File: config.mk
export PLATFORM = sky130hd
export DESIGN_NAME = bankset_sched
export DESIGN_NICKNAME = d
export VERILOG_FILES = /design/src/rtl/bankset_sched.sv
export SDC_FILE = /design/constraint.sdc
export NUM_CORES = 1
export LEC_CHECK = 0
export BUFFER_PORTS_ARGS = -buffer_cell sky130_fd_sc_hd__buf_2
export CAP_MARGIN = 25
export CORE_UTILIZATION = 35
export CTS_CLUSTER_DIAMETER = 150
export DETAILED_ROUTE_END_ITERATION = 6
export PLACE_DENSITY = 0.61
export SYNTH_ARGS = -nofsm -noshare
export SYNTH_HDL_FRONTEND = slang
export SYNTH_SLANG_ARGS = --single-unit
File: constraint.sdc
create_clock -name clk -period 11.2 [get_ports clk]
set_clock_uncertainty 0.1 [all_clocks]
set_input_delay 0 -clock clk [delete_from_list [all_inputs] [get_ports clk]]
set_output_delay 0 -clock clk [all_outputs]
set_load 0.01 [all_outputs]
File: src/rtl/bankset_sched.sv
module bankset_sched #(
  parameter int BANK_W    = 2,
  parameter int ROW_W     = 8,
  parameter int COL_W     = 6,
  parameter int QDEPTH    = 4,
  parameter int T_RCD     = 3,
  parameter int T_RP      = 2,
  parameter int BURST_CYC = 2,
  parameter int T_WTR     = 4
) (
  input  logic              clk,
  input  logic              rst_n,
  input  logic              req_valid,
  output logic              req_ready,
  input  logic              req_write,
  input  logic [BANK_W-1:0] req_bank,
  input  logic [ROW_W-1:0]  req_row,
  input  logic [COL_W-1:0]  req_col,
  output logic              cmd_valid,
  output logic [1:0]        cmd_code,
  output logic [BANK_W-1:0] cmd_bank,
  output logic [ROW_W-1:0]  cmd_row,
  output logic [COL_W-1:0]  cmd_col
);
  localparam int NBANK = 1 << BANK_W;
  localparam int QW    = $clog2(QDEPTH + 1);
  localparam int QI    = (QDEPTH > 1) ? $clog2(QDEPTH) : 1;
  localparam int TW    = $clog2(BURST_CYC + T_WTR + T_RCD + T_RP + 1);
  localparam logic [1:0] C_ACT = 2'd0, C_PRE = 2'd1, C_RD = 2'd2, C_WR = 2'd3;

  logic [QDEPTH-1:0] q_v, q_w, n_v, n_w;
  logic [BANK_W-1:0] q_b [QDEPTH];
  logic [BANK_W-1:0] n_b [QDEPTH];
  logic [ROW_W-1:0]  q_r [QDEPTH];
  logic [ROW_W-1:0]  n_r [QDEPTH];
  logic [COL_W-1:0]  q_c [QDEPTH];
  logic [COL_W-1:0]  n_c [QDEPTH];
  logic [QW-1:0]     q_cnt, n_cnt;

  logic [NBANK-1:0]  row_vld;
  logic [ROW_W-1:0]  open_row [NBANK];
  logic [TW-1:0]     bank_tmr [NBANK];
  logic [TW-1:0]     wtr_cnt [2];

  logic              found;
  logic [QI-1:0]     pk_idx;
  logic [1:0]        pk_op;
  logic              rm, push;

  assign req_ready = (q_cnt != QW'(QDEPTH));
  assign push      = req_valid && req_ready;
  assign rm        = found && pk_op[1];

  always_comb begin
    found  = 1'b0;
    pk_idx = '0;
    pk_op  = C_ACT;
    for (int i = 0; i < QDEPTH; i++) begin
      logic older_bank, haz, hit, ok;
      logic [1:0] op;
      older_bank = 1'b0;
      haz = 1'b0;
      ok  = 1'b0;
      op  = C_ACT;
      for (int j = 0; j < QDEPTH; j++) begin
        if (j < i && q_v[j] && q_b[j] == q_b[i]) begin
          older_bank = 1'b1;
          if (q_r[j] == q_r[i] && q_c[j] == q_c[i] && (q_w[j] || q_w[i])) haz = 1'b1;
        end
      end
      hit = row_vld[q_b[i]] && open_row[q_b[i]] == q_r[i];
      if (bank_tmr[q_b[i]] == '0) begin
        if (hit) begin
          op = q_w[i] ? C_WR : C_RD;
          ok = !haz && (q_w[i] || wtr_cnt[q_b[i][0]] == '0);
        end else if (!older_bank) begin
          op = row_vld[q_b[i]] ? C_PRE : C_ACT;
          ok = 1'b1;
        end
      end
      if (q_v[i] && ok && !found) begin
        found  = 1'b1;
        pk_idx = QI'(i);
        pk_op  = op;
      end
    end
  end

  always_comb begin
    logic [QW-1:0] tail;
    for (int i = 0; i < QDEPTH; i++) begin
      int src;
      src = (rm && i >= int'(pk_idx)) ? i + 1 : i;
      if (src < QDEPTH) begin
        n_v[i] = q_v[src]; n_w[i] = q_w[src];
        n_b[i] = q_b[src]; n_r[i] = q_r[src]; n_c[i] = q_c[src];
      end else begin
        n_v[i] = 1'b0; n_w[i] = 1'b0;
        n_b[i] = '0; n_r[i] = '0; n_c[i] = '0;
      end
    end
    tail = q_cnt - QW'(rm);
    if (push) begin
      n_v[tail] = 1'b1; n_w[tail] = req_write;
      n_b[tail] = req_bank; n_r[tail] = req_row; n_c[tail] = req_col;
    end
    n_cnt = tail + QW'(push);
  end

  always_ff @(posedge clk) begin
    if (!rst_n) begin
      q_v <= '0; q_w <= '0; q_cnt <= '0;
      for (int i = 0; i < QDEPTH; i++) begin
        q_b[i] <= '0; q_r[i] <= '0; q_c[i] <= '0;
      end
      row_vld <= '0;
      for (int b = 0; b < NBANK; b++) begin
        open_row[b] <= '0; bank_tmr[b] <= '0;
      end
      wtr_cnt[0] <= '0; wtr_cnt[1] <= '0;
      cmd_valid <= 1'b0; cmd_code <= '0; cmd_bank <= '0; cmd_row <= '0; cmd_col <= '0;
    end else begin
      q_v <= n_v; q_w <= n_w; q_cnt <= n_cnt;
      for (int i = 0; i < QDEPTH; i++) begin
        q_b[i] <= n_b[i]; q_r[i] <= n_r[i]; q_c[i] <= n_c[i];
      end
      for (int b = 0; b < NBANK; b++)
        if (bank_tmr[b] != '0) bank_tmr[b] <= bank_tmr[b] - 1'b1;
      for (int s = 0; s < 2; s++)
        if (wtr_cnt[s] != '0) wtr_cnt[s] <= wtr_cnt[s] - 1'b1;
      if (found) begin
        case (pk_op)
          C_ACT: begin
            row_vld[q_b[pk_idx]]  <= 1'b1;
            open_row[q_b[pk_idx]] <= q_r[pk_idx];
            bank_tmr[q_b[pk_idx]] <= TW'(T_RCD - 1);
          end
          C_PRE: begin
            row_vld[q_b[pk_idx]]  <= 1'b0;
            bank_tmr[q_b[pk_idx]] <= TW'(T_RP - 1);
          end
          C_WR:    wtr_cnt[q_b[pk_idx][0]] <= TW'(BURST_CYC + T_WTR - 1);
          default: ;
        endcase
      end
      cmd_valid <= found;
      cmd_code  <= pk_op;
      cmd_bank  <= q_b[pk_idx];
      cmd_row   <= q_r[pk_idx];
      cmd_col   <= q_c[pk_idx];
    end
  end

  a_r2_act_closed: assert property (@(posedge clk) disable iff (!rst_n)
    (cmd_valid && cmd_code == C_ACT) |->
      (($past(row_vld) & (NBANK'(1) << cmd_bank)) == '0) && row_vld[cmd_bank]);

  a_r3_pre_open: assert property (@(posedge clk) disable iff (!rst_n)
    (cmd_valid && cmd_code == C_PRE) |->
      (($past(row_vld) & (NBANK'(1) << cmd_bank)) != '0) && !row_vld[cmd_bank]);

  a_r4_col_row_match: assert property (@(posedge clk) disable iff (!rst_n)
    (cmd_valid && cmd_code[1]) |-> row_vld[cmd_bank] && open_row[cmd_bank] == cmd_row);

  a_r5_no_back_to_back_same_group: assert property (@(posedge clk) disable iff (!rst_n)
    (cmd_valid && cmd_code == C_RD) |->
      !($past(cmd_valid && cmd_code == C_WR) && $past(cmd_bank[0]) == cmd_bank[0]));

  a_r10_no_overflow: assert property (@(posedge clk) disable iff (!rst_n)
    q_cnt <= QW'(QDEPTH));
endmodule

# [After elaboration in Yosys (flattened, before gate mapping)]
# Memory sizes are Yosys's and may differ from the RTL's. A register that Yosys moved wholly into a read port is not among the register bits.
# Index checks and enable logic that the tools add are counted.
# Widths: inputs -> output; s select.
[totals] regBits=28 ram_bits=120 input_bits=20 elab_cells=356 mem_count=6
[op_classes] addsub=8 order_cmp=21 eq_ne=25 mux=189 bitwise=24 reduce_logical=75
[mem_list] name="open_row" words=4 width=8 read_ports=4 rd_clocked_by_memory_dff=0 wr=4 line="41" source="logic [ROW_W-1:0] open_row [NBANK];"
[mem_list] name="q_r" words=4 width=8 read_ports=9 rd_clocked_by_memory_dff=0 wr=4 line="34" source="logic [ROW_W-1:0] q_r [QDEPTH];"
[mem_list] name="q_c" words=4 width=6 read_ports=9 rd_clocked_by_memory_dff=1 wr=4 line="36" source="logic [COL_W-1:0] q_c [QDEPTH];"
[mem_list] name="bank_tmr" words=4 width=4 read_ports=8 rd_clocked_by_memory_dff=0 wr=5 line="42" source="logic [TW-1:0] bank_tmr [NBANK];"
[mem_list] name="q_b" words=4 width=2 read_ports=9 rd_clocked_by_memory_dff=0 wr=4 line="32" source="logic [BANK_W-1:0] q_b [QDEPTH];"
[mem_list] name="wtr_cnt" words=2 width=4 read_ports=6 rd_clocked_by_memory_dff=0 wr=3 line="43" source="logic [TW-1:0] wtr_cnt [2];"
[op_table] operator="$mux 1" n=110
[op_table] operator="$mux 8" n=11
[op_table] operator="$eq 8x8->1" n=10
[op_table] operator="$mux 6" n=9
[op_table] operator="$mux 2" n=25
[op_table] operator="$logic_and 1x1->1" n=40
[op_table] operator="$eq 6x6->1" n=6
[op_table] operator="$mux 4" n=9
[op_table] operator="$bwmux 32" n=1
[op_table] operator="$logic_not 4->1" n=8
[op_table] operator="$mux 32" n=1
[op_table] operator="$lt 2x3->1 const B" n=9
[op_table] operator="$bmux 1 s2" n=12
[op_table] operator="$bwmux 24" n=1
[op_table] operator="$mux 24" n=1
[op_table] operator="$reduce_bool 4->1" n=6
[op_table] operator="$sub 4x1->4 const B" n=6
[op_table] operator="$or 1x1->1" n=19
[op_table] operator="$demux 8 s2" n=1
[op_table] operator="$demux 6 s2" n=1
[op_table] operator="$eq 2x2->1" n=6
[op_table] operator="$logic_or 1x1->1" n=10
[op_table] operator="$lt 3x3->1 const B" n=3
[op_table] operator="$bwmux 8" n=1
[op_table] operator="other kinds (26)" n=36

# [Logic depth before layout (Yosys ltp)]
# Gate-level depths: netlist (run 1).
# An unclocked memory read counts as a cell.
[depth] depth_word=29 ltp_mapped=21

# [Worst setup path before layout (run 1)]
# OpenSTA, ideal clock, no wires.
[synth_path] path_kind="register to register" from="memory q_b[0][0]" to="memory q_b[3][0]" setup_ps=71 arrival_time_ps=4352 t_required_ps=11029 slack_ps=6678 stages_incl_launch_ff=19 period_less_slack_ps=4522 path_cell_list="dfxtp_1 buf_2 mux4_2 xnor2_1 and4_1 o211ai_1 o21ba_2 clkbuf_1 a21oi_2 or4b_1 and3_1 inv_1 ha_1 ha_1 clkbuf_1 nor3_1 clkbuf_1 nand2_1 a21oi_1"
[synth_lines] element="start, declared" line="32"

==> run_results.csv, run 1 <==
group,metric,value,unit
status,status,"complete, no violations",
route,num_vias,8389,
floorplan,die_h,171.3,µm
run,cap_violations,0,
power,clockPowerShare,0.309,
clock_tree,clockRootBuffer,"clkbuf_16",
setup_path,criticalPathCategory,"reg -> reg",
synth,synthCells,1112,
grt,grt_max_degree,87,
power,intPower,1.281,mW
power,sw_frac_of_total,0.3484,
clock_tree,ctsResizeCount,0,
min_path,min-delay-path-class,"in -> reg",
route,first_iter_violations,844,
setup_path,end_kind,"register",
grt,grt_pass1_vias,8206,
finish,area_growth,11.43,%
power,p_comb_frac,0.308,
floorplan,die_x,171.3,µm
setup_path,r2r_cells,16,
sta,slew_viol_final,0,
finish,final_cell_mix,"nor2_1 (114), dfxtp_1 (114), xor2_1 (73)",
power,finalPower,1.966,mW
sta,period_minus_slack,6254,ps
setup_path,cp_slowest_stage_delay,950,ps
finish,drive_gt1_frac,0.1348,
setup_path,critical_path.slowest_cell,"dfxtp_1",
sta,rsz0062_at_grt,"no",
setup_path,cp-startpoint,"q_b[1][1]$_SDFF_PN0_",
sta,setup-violations-final,0,
synth,synth.avg_cell_area,9.018,µm²
floorplan,ios,40,
route,ant_nets,0,
setup_path,cp_max_fo,21,
sta,setup_slack,4946,ps
sta,worstMarginPinSlew,995.5,ps
synth,synthArstFlopShare,0,
finish,antenna_cells,0,
route,firstDrtPassIters,5,
synth,mappedNetlistNets,1143,
clock_tree,cts_tree,"yes",
power,seqPwrFrac,0.383,
synth,synth_ff_type,"dfxtp_1",
power,power_leakage,4.425,nW
synth,synthesis.area,10030,µm²
setup_path,arrival,6480,ps
power,peakVddDrop,0.08603,mV
route,wl,31300,µm
sta,max_slew_margin,0.3363,
sta,hold_viol,0,
route,post_drt_wl_per_cell,21.20,µm
setup_path,regToRegStartpoint,"q_b[1][1]$_SDFF_PN0_",
clock_tree,cts_buffers,17,
route,drc,0,
synth,ys_seq_area_frac,0.3473,
synth,ys_seq_elements,154,
setup_path,start_kind,"register",
floorplan,start_util,0.3580,
power,p_per_area,175.9,nW/µm²
sta,hold_slack,73.35,ps
placed_design,post-dp-hpwl,22010,µm
power,switching_power,0.6848,mW
sta,max_freq,0.1599,GHz
setup_path,required,11430,ps
synth,synth_edf_count,40,
clock_tree,cts.path.max_buffers,2,
finish,fin_nets,1118,
clock_tree,post-cts-setup-buffers,0,
floorplan,rows,61,
sta,period_share,0.5584,
synth,yosys.cell_types.count,75,
clock_tree,clock-sinks,154,
sta,finalSetupTns,0,ps
floorplan,core_area,28010,µm²
grt,gr-usage-all-layers,0.2212,
clock_tree,h-tree-depth,4,
min_path,hold_depth,4,
placed_design,pre_cts_slack,4796,ps
grt,antenna_found_initial,0,
grt,grt-ovfl-total,0,
setup_path,cp_cell_sequence,"mux2i_1 > xnor2_1 > or3_1 > a211oi_2 > a21oi_1 > a21oi_2 > or4b_1 > and3_1 > inv_1 > ha_1 > ha_1 > xnor2_1 > nand2_1 > or3_1 > buf_16 > a311oi_1",
min_path,min-delay-start,"rst_n",
floorplan,dieArea,29330,µm²
grt,grt_pass1_wl,48560,µm
clock_tree,clk_pin_slew,70,ps
clock_tree,clkLatencyLatePin,430,ps
placed_design,port_buffers,39,
placed_design,gp_congestion,0.9468,
setup_path,reg2reg_slack,4950,ps
route,vias_per_cell,5.684,
synth,ys_warn_count,0,
==> cell type report <==
type                    instances  area [µm²]
well taps                     378       473.0
clock inverters                 9       110.1
repair buffers                 76       545.5
clock buffers                  21       494.2
multi-input cells             807        5952
inverters                      31       116.4
flip-flops and latches        154        3483
fillers                      2819       16840
==> per-layer routing <==
layer	up-vias	track usage	part of all wire
met5	-	0	0
met4	0	0.08036	0.020
met3	39	0.04096	0.064
met2	302	0.3563	0.47
met1	4116	0.2944	0.45
li1	3932	-	-
==> power groups by stage <==
stage | clock, mW | sequential (mW) | combinational [mW]
after floorplan | 0 | 0.706 | 0.479
after global routing | 0.639 | 0.763 | 0.669
final | 0.606 | 0.753 | 0.606
after CTS | 0.616 | 0.752 | 0.602
after global placement | 0 | 0.760 | 0.585
after detailed placement | 0 | 0.764 | 0.594
==> sequential cells by signal, indices dropped and copies added (netlist names), named ones only <==
name and flops:
q_c 24, cmd_bank 2, q_w 4, q_b 8, q_cnt 3, q_r 32, cmd_row 8, cmd_code 2
q_v 4, cmd_col 6, open_row 32, wtr_cnt 8, bank_tmr 16, cmd_valid 1
==> cell usage after synthesis, types with 15 or more instances <==
| master | count | area, µm² |
|---|---|---|
| xor2_1 | 73 | 639.4 |
| nor3_1 | 25 | 125.1 |
| a21oi_1 | 35 | 175.2 |
| mux2i_1 | 59 | 590.6 |
| mux4_2 | 32 | 720.7 |
| buf_2 | 18 | 90.09 |
| xnor2_1 | 72 | 630.6 |
| nor4_1 | 20 | 125.1 |
| nor2_1 | 114 | 427.9 |
| edfxtp_1 | 40 | 1201 |
| a311oi_1 | 18 | 157.7 |
| o21ai_0 | 40 | 200.2 |
| nand4_1 | 15 | 93.84 |
| clkbuf_1 | 84 | 315.3 |
| nand3_1 | 44 | 220.2 |
| a211oi_1 | 36 | 270.3 |
| dfxtp_1 | 114 | 2282 |
| buf_1 | 15 | 56.30 |
| inv_1 | 30 | 112.6 |
| nand2_1 | 70 | 262.8 |
==> path summary, 6_finish.rpt <==
path,end
hold reg to reg,register
setup / recovery,q_c[2][1]$_SDFF_PN0_
setup reg to reg,q_c[2][1]$_SDFF_PN0_
hold / removal,wtr_cnt[0][2]$_SDFFE_PP1P_
==> metrics by stage <==
stage	area (µm²)	instances	utilization
2_1_floorplan	10030	1112	-
3_3_place_gp	10350	1426	0.3694
3_5_place_dp	10380	1427	0.3704
4_1_cts	11160	1475	0.3984
5_1_grt	11170	1476	0.3989
6_report	11170	1476	0.3989
==> critical path: cells and delay by family (launching register included) <==
| kind | cells | cell delay [ps] |
|---|---|---|
| compound gates | 4 | 1570 |
| mux | 1 | 310 |
| flops | 1 | 950 |
| buf+inv | 2 | 530 |
| fa+ha+maj | 2 | 330 |
| simple gates | 5 | 2120 |
| xor+xnor | 2 | 230 |
==> repair_timing <==
action | 4_1_cts | 5_1_grt
hold buffers | 18 | 0
setup endpoints to repair | 0 | 0
hold endpoints to repair | 69 | 0
==> cell families (layout without fill, tap and decap cells) <==
family          count (synthesis)  in the layout  share of synthesized area
simple gates                  352            352                     0.1723
mux                            97             97                     0.1375
compound gates                202            202                     0.1422
fa+ha+maj                      11             11                    0.01372
xor+xnor                      145            145                     0.1266
buf+inv                       151            137                    0.06026
flops                         154            154                     0.3473
Power figures use the tool's default switching activity.
==> run 2: changes to the inputs <==
==> constraint.sdc (replaced) <==
create_clock -name clk -period 6.4 [get_ports clk]
set_clock_uncertainty 0.1 [all_clocks]
set_input_delay 0 -clock clk [delete_from_list [all_inputs] [get_ports clk]]
set_output_delay 0 -clock clk [all_outputs]
set_load 0.01 [all_outputs]
==> run 2 against run 1 <==
Effect of this change:
- global-route usage is essentially flat
- die area unchanged
- sequential power up 75%
- worst setup slack lost 4000 ps
==> run_results.csv, run 2 (synthesis results as in run 1) <==
group,metric,value,unit
grt,grt-ovfl-total,0,
placed_design,dp.cells,1439,
setup_path,cpLargestDelayFamily,"compound AO/OA/AOI/OAI gates",
route,firstDrtPassIters,5,
sta,period_minus_slack,5464,ps
setup_path,cp_num_buf_inv,2,
setup_path,critical_path.slowest_cell,"dfxtp_1",
finish,antenna_cells,0,
placed_design,post-dp-hpwl,22840,µm
min_path,min-delay-path-class,"in -> reg",
min_path,min-delay-start,"rst_n",
setup_path,start_kind,"register",
run,cap_violations,0,
setup_path,required,6570,ps
finish,fin_cells,1491,
clock_tree,cts_tree,"yes",
placed_design,gp_congestion,0.9750,
setup_path,r2r_cells,16,
finish,multi_input_area,5952,µm²
grt,gr-usage-all-layers,0.2210,
clock_tree,clockRootBuffer,"clkbuf_16",
clock_tree,cts_buffers,17,
setup_path,criticalPathCategory,"reg -> reg",
route,wl,31660,µm
finish,drive_gt1_frac,0.1429,
setup_path,end_kind,"register",
floorplan,core_area,28010,µm²
sta,max_freq,0.1830,GHz
route,vias_per_cell,5.771,
power,power_leakage,4.456,nW
finish,n_fill_cell,2817,
finish,fin_nets,1131,
floorplan,ios,40,
sta,setup-violations-final,0,
route,drc,0,
floorplan,rows,61,
power,p_per_area,305.7,nW/µm²
setup_path,regToRegStartpoint,"q_b[1][1]$_SDFF_PN0_",
sta,hold_viol,0,
clock_tree,cts.path.max_buffers,2,
sta,finalSetupTns,0,ps
setup_path,cp_slowest_stage_delay,700,ps
setup_path,reg2reg_slack,940,ps
grt,grt_max_degree,75,
status,status,"complete, no violations",
setup_path,arrival,5640,ps
clock_tree,post-cts-setup-buffers,0,
power,peakVddDrop,0.1891,mV
sta,worstMarginPinSlew,881.7,ps
floorplan,start_util,0.3580,
route,num_vias,8605,
finish,regArea,3483,µm²
route,first_iter_violations,809,
finish,final_cell_mix,"nor2_1 (114), dfxtp_1 (114), xor2_1 (73)",
clock_tree,clkLatencyLatePin,430,ps
clock_tree,clock-sinks,154,
setup_path,cp_cell_sequence,"mux2i_1 > xnor2_1 > or3_1 > a211oi_2 > a21oi_1 > a21oi_2 > or4b_1 > and3_1 > inv_1 > ha_1 > ha_1 > xnor2_1 > nand2_1 > or3_1 > buf_4 > a311oi_1",
min_path,min_to,"wtr_cnt[1][2]$_SDFFE_PP1P_",
clock_tree,clk_pin_slew,60,ps
min_path,hold_depth,4,
grt,grt_pass1_wl,48430,µm
floorplan,die_h,171.3,µm
finish,utilization,0.4009,
grt,antenna_found_initial,0,
clock_tree,h-tree-depth,4,
setup_path,cp_max_fo,35,
floorplan,dieArea,29330,µm²
sta,max_slew_margin,0.4068,
setup_path,r2r_end,"q_b[2][0]$_SDFF_PN0_",
sta,slew_viol_final,0,
route,post_drt_wl_per_cell,21.24,µm
placed_design,port_buffers,39,
finish,top_regs,"open_row (32), q_r (32), q_c (24)",
floorplan,die_x,171.3,µm
route,ant_nets,0,
sta,rsz0062_at_grt,"no",
grt,grt_pass1_vias,8171,
finish,area_growth,11.98,%
sta,period_share,0.8537,
[run 2: worst reg2reg max path, cell delays in order (launching register included)]
cell and delay [ps]:
dfxtp_1 700, mux2i_1 300, xnor2_1 90, or3_1 380, a211oi_2 510, a21oi_1 260, a21oi_2 490, or4b_1 490
and3_1 200, inv_1 120, ha_1 170, ha_1 150, xnor2_1 160, nand2_1 140, or3_1 320, buf_4 260
a311oi_1 470
[run 2: repair_timing]
action | 4_1_cts | 5_1_grt
gates resized for setup | 0 | 0
hold endpoints to repair | 69 | 0
hold buffers | 18 | 0
[run 2: worst max path at each step]
stage	startpoint	endpoint	slack [ps]	cells past startpoint
6_report	q_b[1][1]$_SDFF_PN0_	q_b[2][0]$_SDFF_PN0_	940	16
5_1_grt	q_b[1][0]$_SDFF_PN0_	q_b[0][0]$_SDFF_PN0_	690	18
4_1_cts	q_b[1][0]$_SDFF_PN0_	q_b[0][0]$_SDFF_PN0_	1040	18
3_5_place_dp	q_b[1][0]$_SDFF_PN0_	q_b[0][0]$_SDFF_PN0_	1100	18
3_3_place_gp	q_b[1][0]$_SDFF_PN0_	q_b[0][0]$_SDFF_PN0_	1150	18
2_1_floorplan	q_b[0][0]$_SDFF_PN0_	q_b[3][0]$_SDFF_PN0_	1880	18
[run 2: metal layers]
layer	global-route usage	up-vias	wire length (µm)
met3	0.03636	61	2566
met5	0	-	0
li1	-	3968	-
met1	0.3016	4177	13670
met2	0.3551	399	14740
met4	0.06949	0	684
[run 2: final cells by class]
cell class	count	area share
Multi-Input combinational cell	807	0.5300
Clock buffer	20	0.03978
Sequential cell	154	0.3102
Timing Repair Buffer	89	0.05437
Clock inverter	12	0.01315
Tap cell	378	0.04212
Inverter	31	0.01036
[run 2: report_power, final]
part,switching (mW),internal (mW)
clock,0.419,0.622
combinational,0.597,0.476
sequential,0.173,1.15
[run 2: through the flow]
step           worst slack [ps]  instance area [µm²]  hold slack (ps)  power (mW)
5_1_grt                   692.6                11230            91.43       3.616
3_5_place_dp               1096                10450            184.3       2.387
3_3_place_gp               1146                10450            186.7       2.370
2_1_floorplan              1878                10030            36.03       2.074
6_report                  936.1                11230            85.19       3.433
4_1_cts                    1035                11220            61.39       3.444
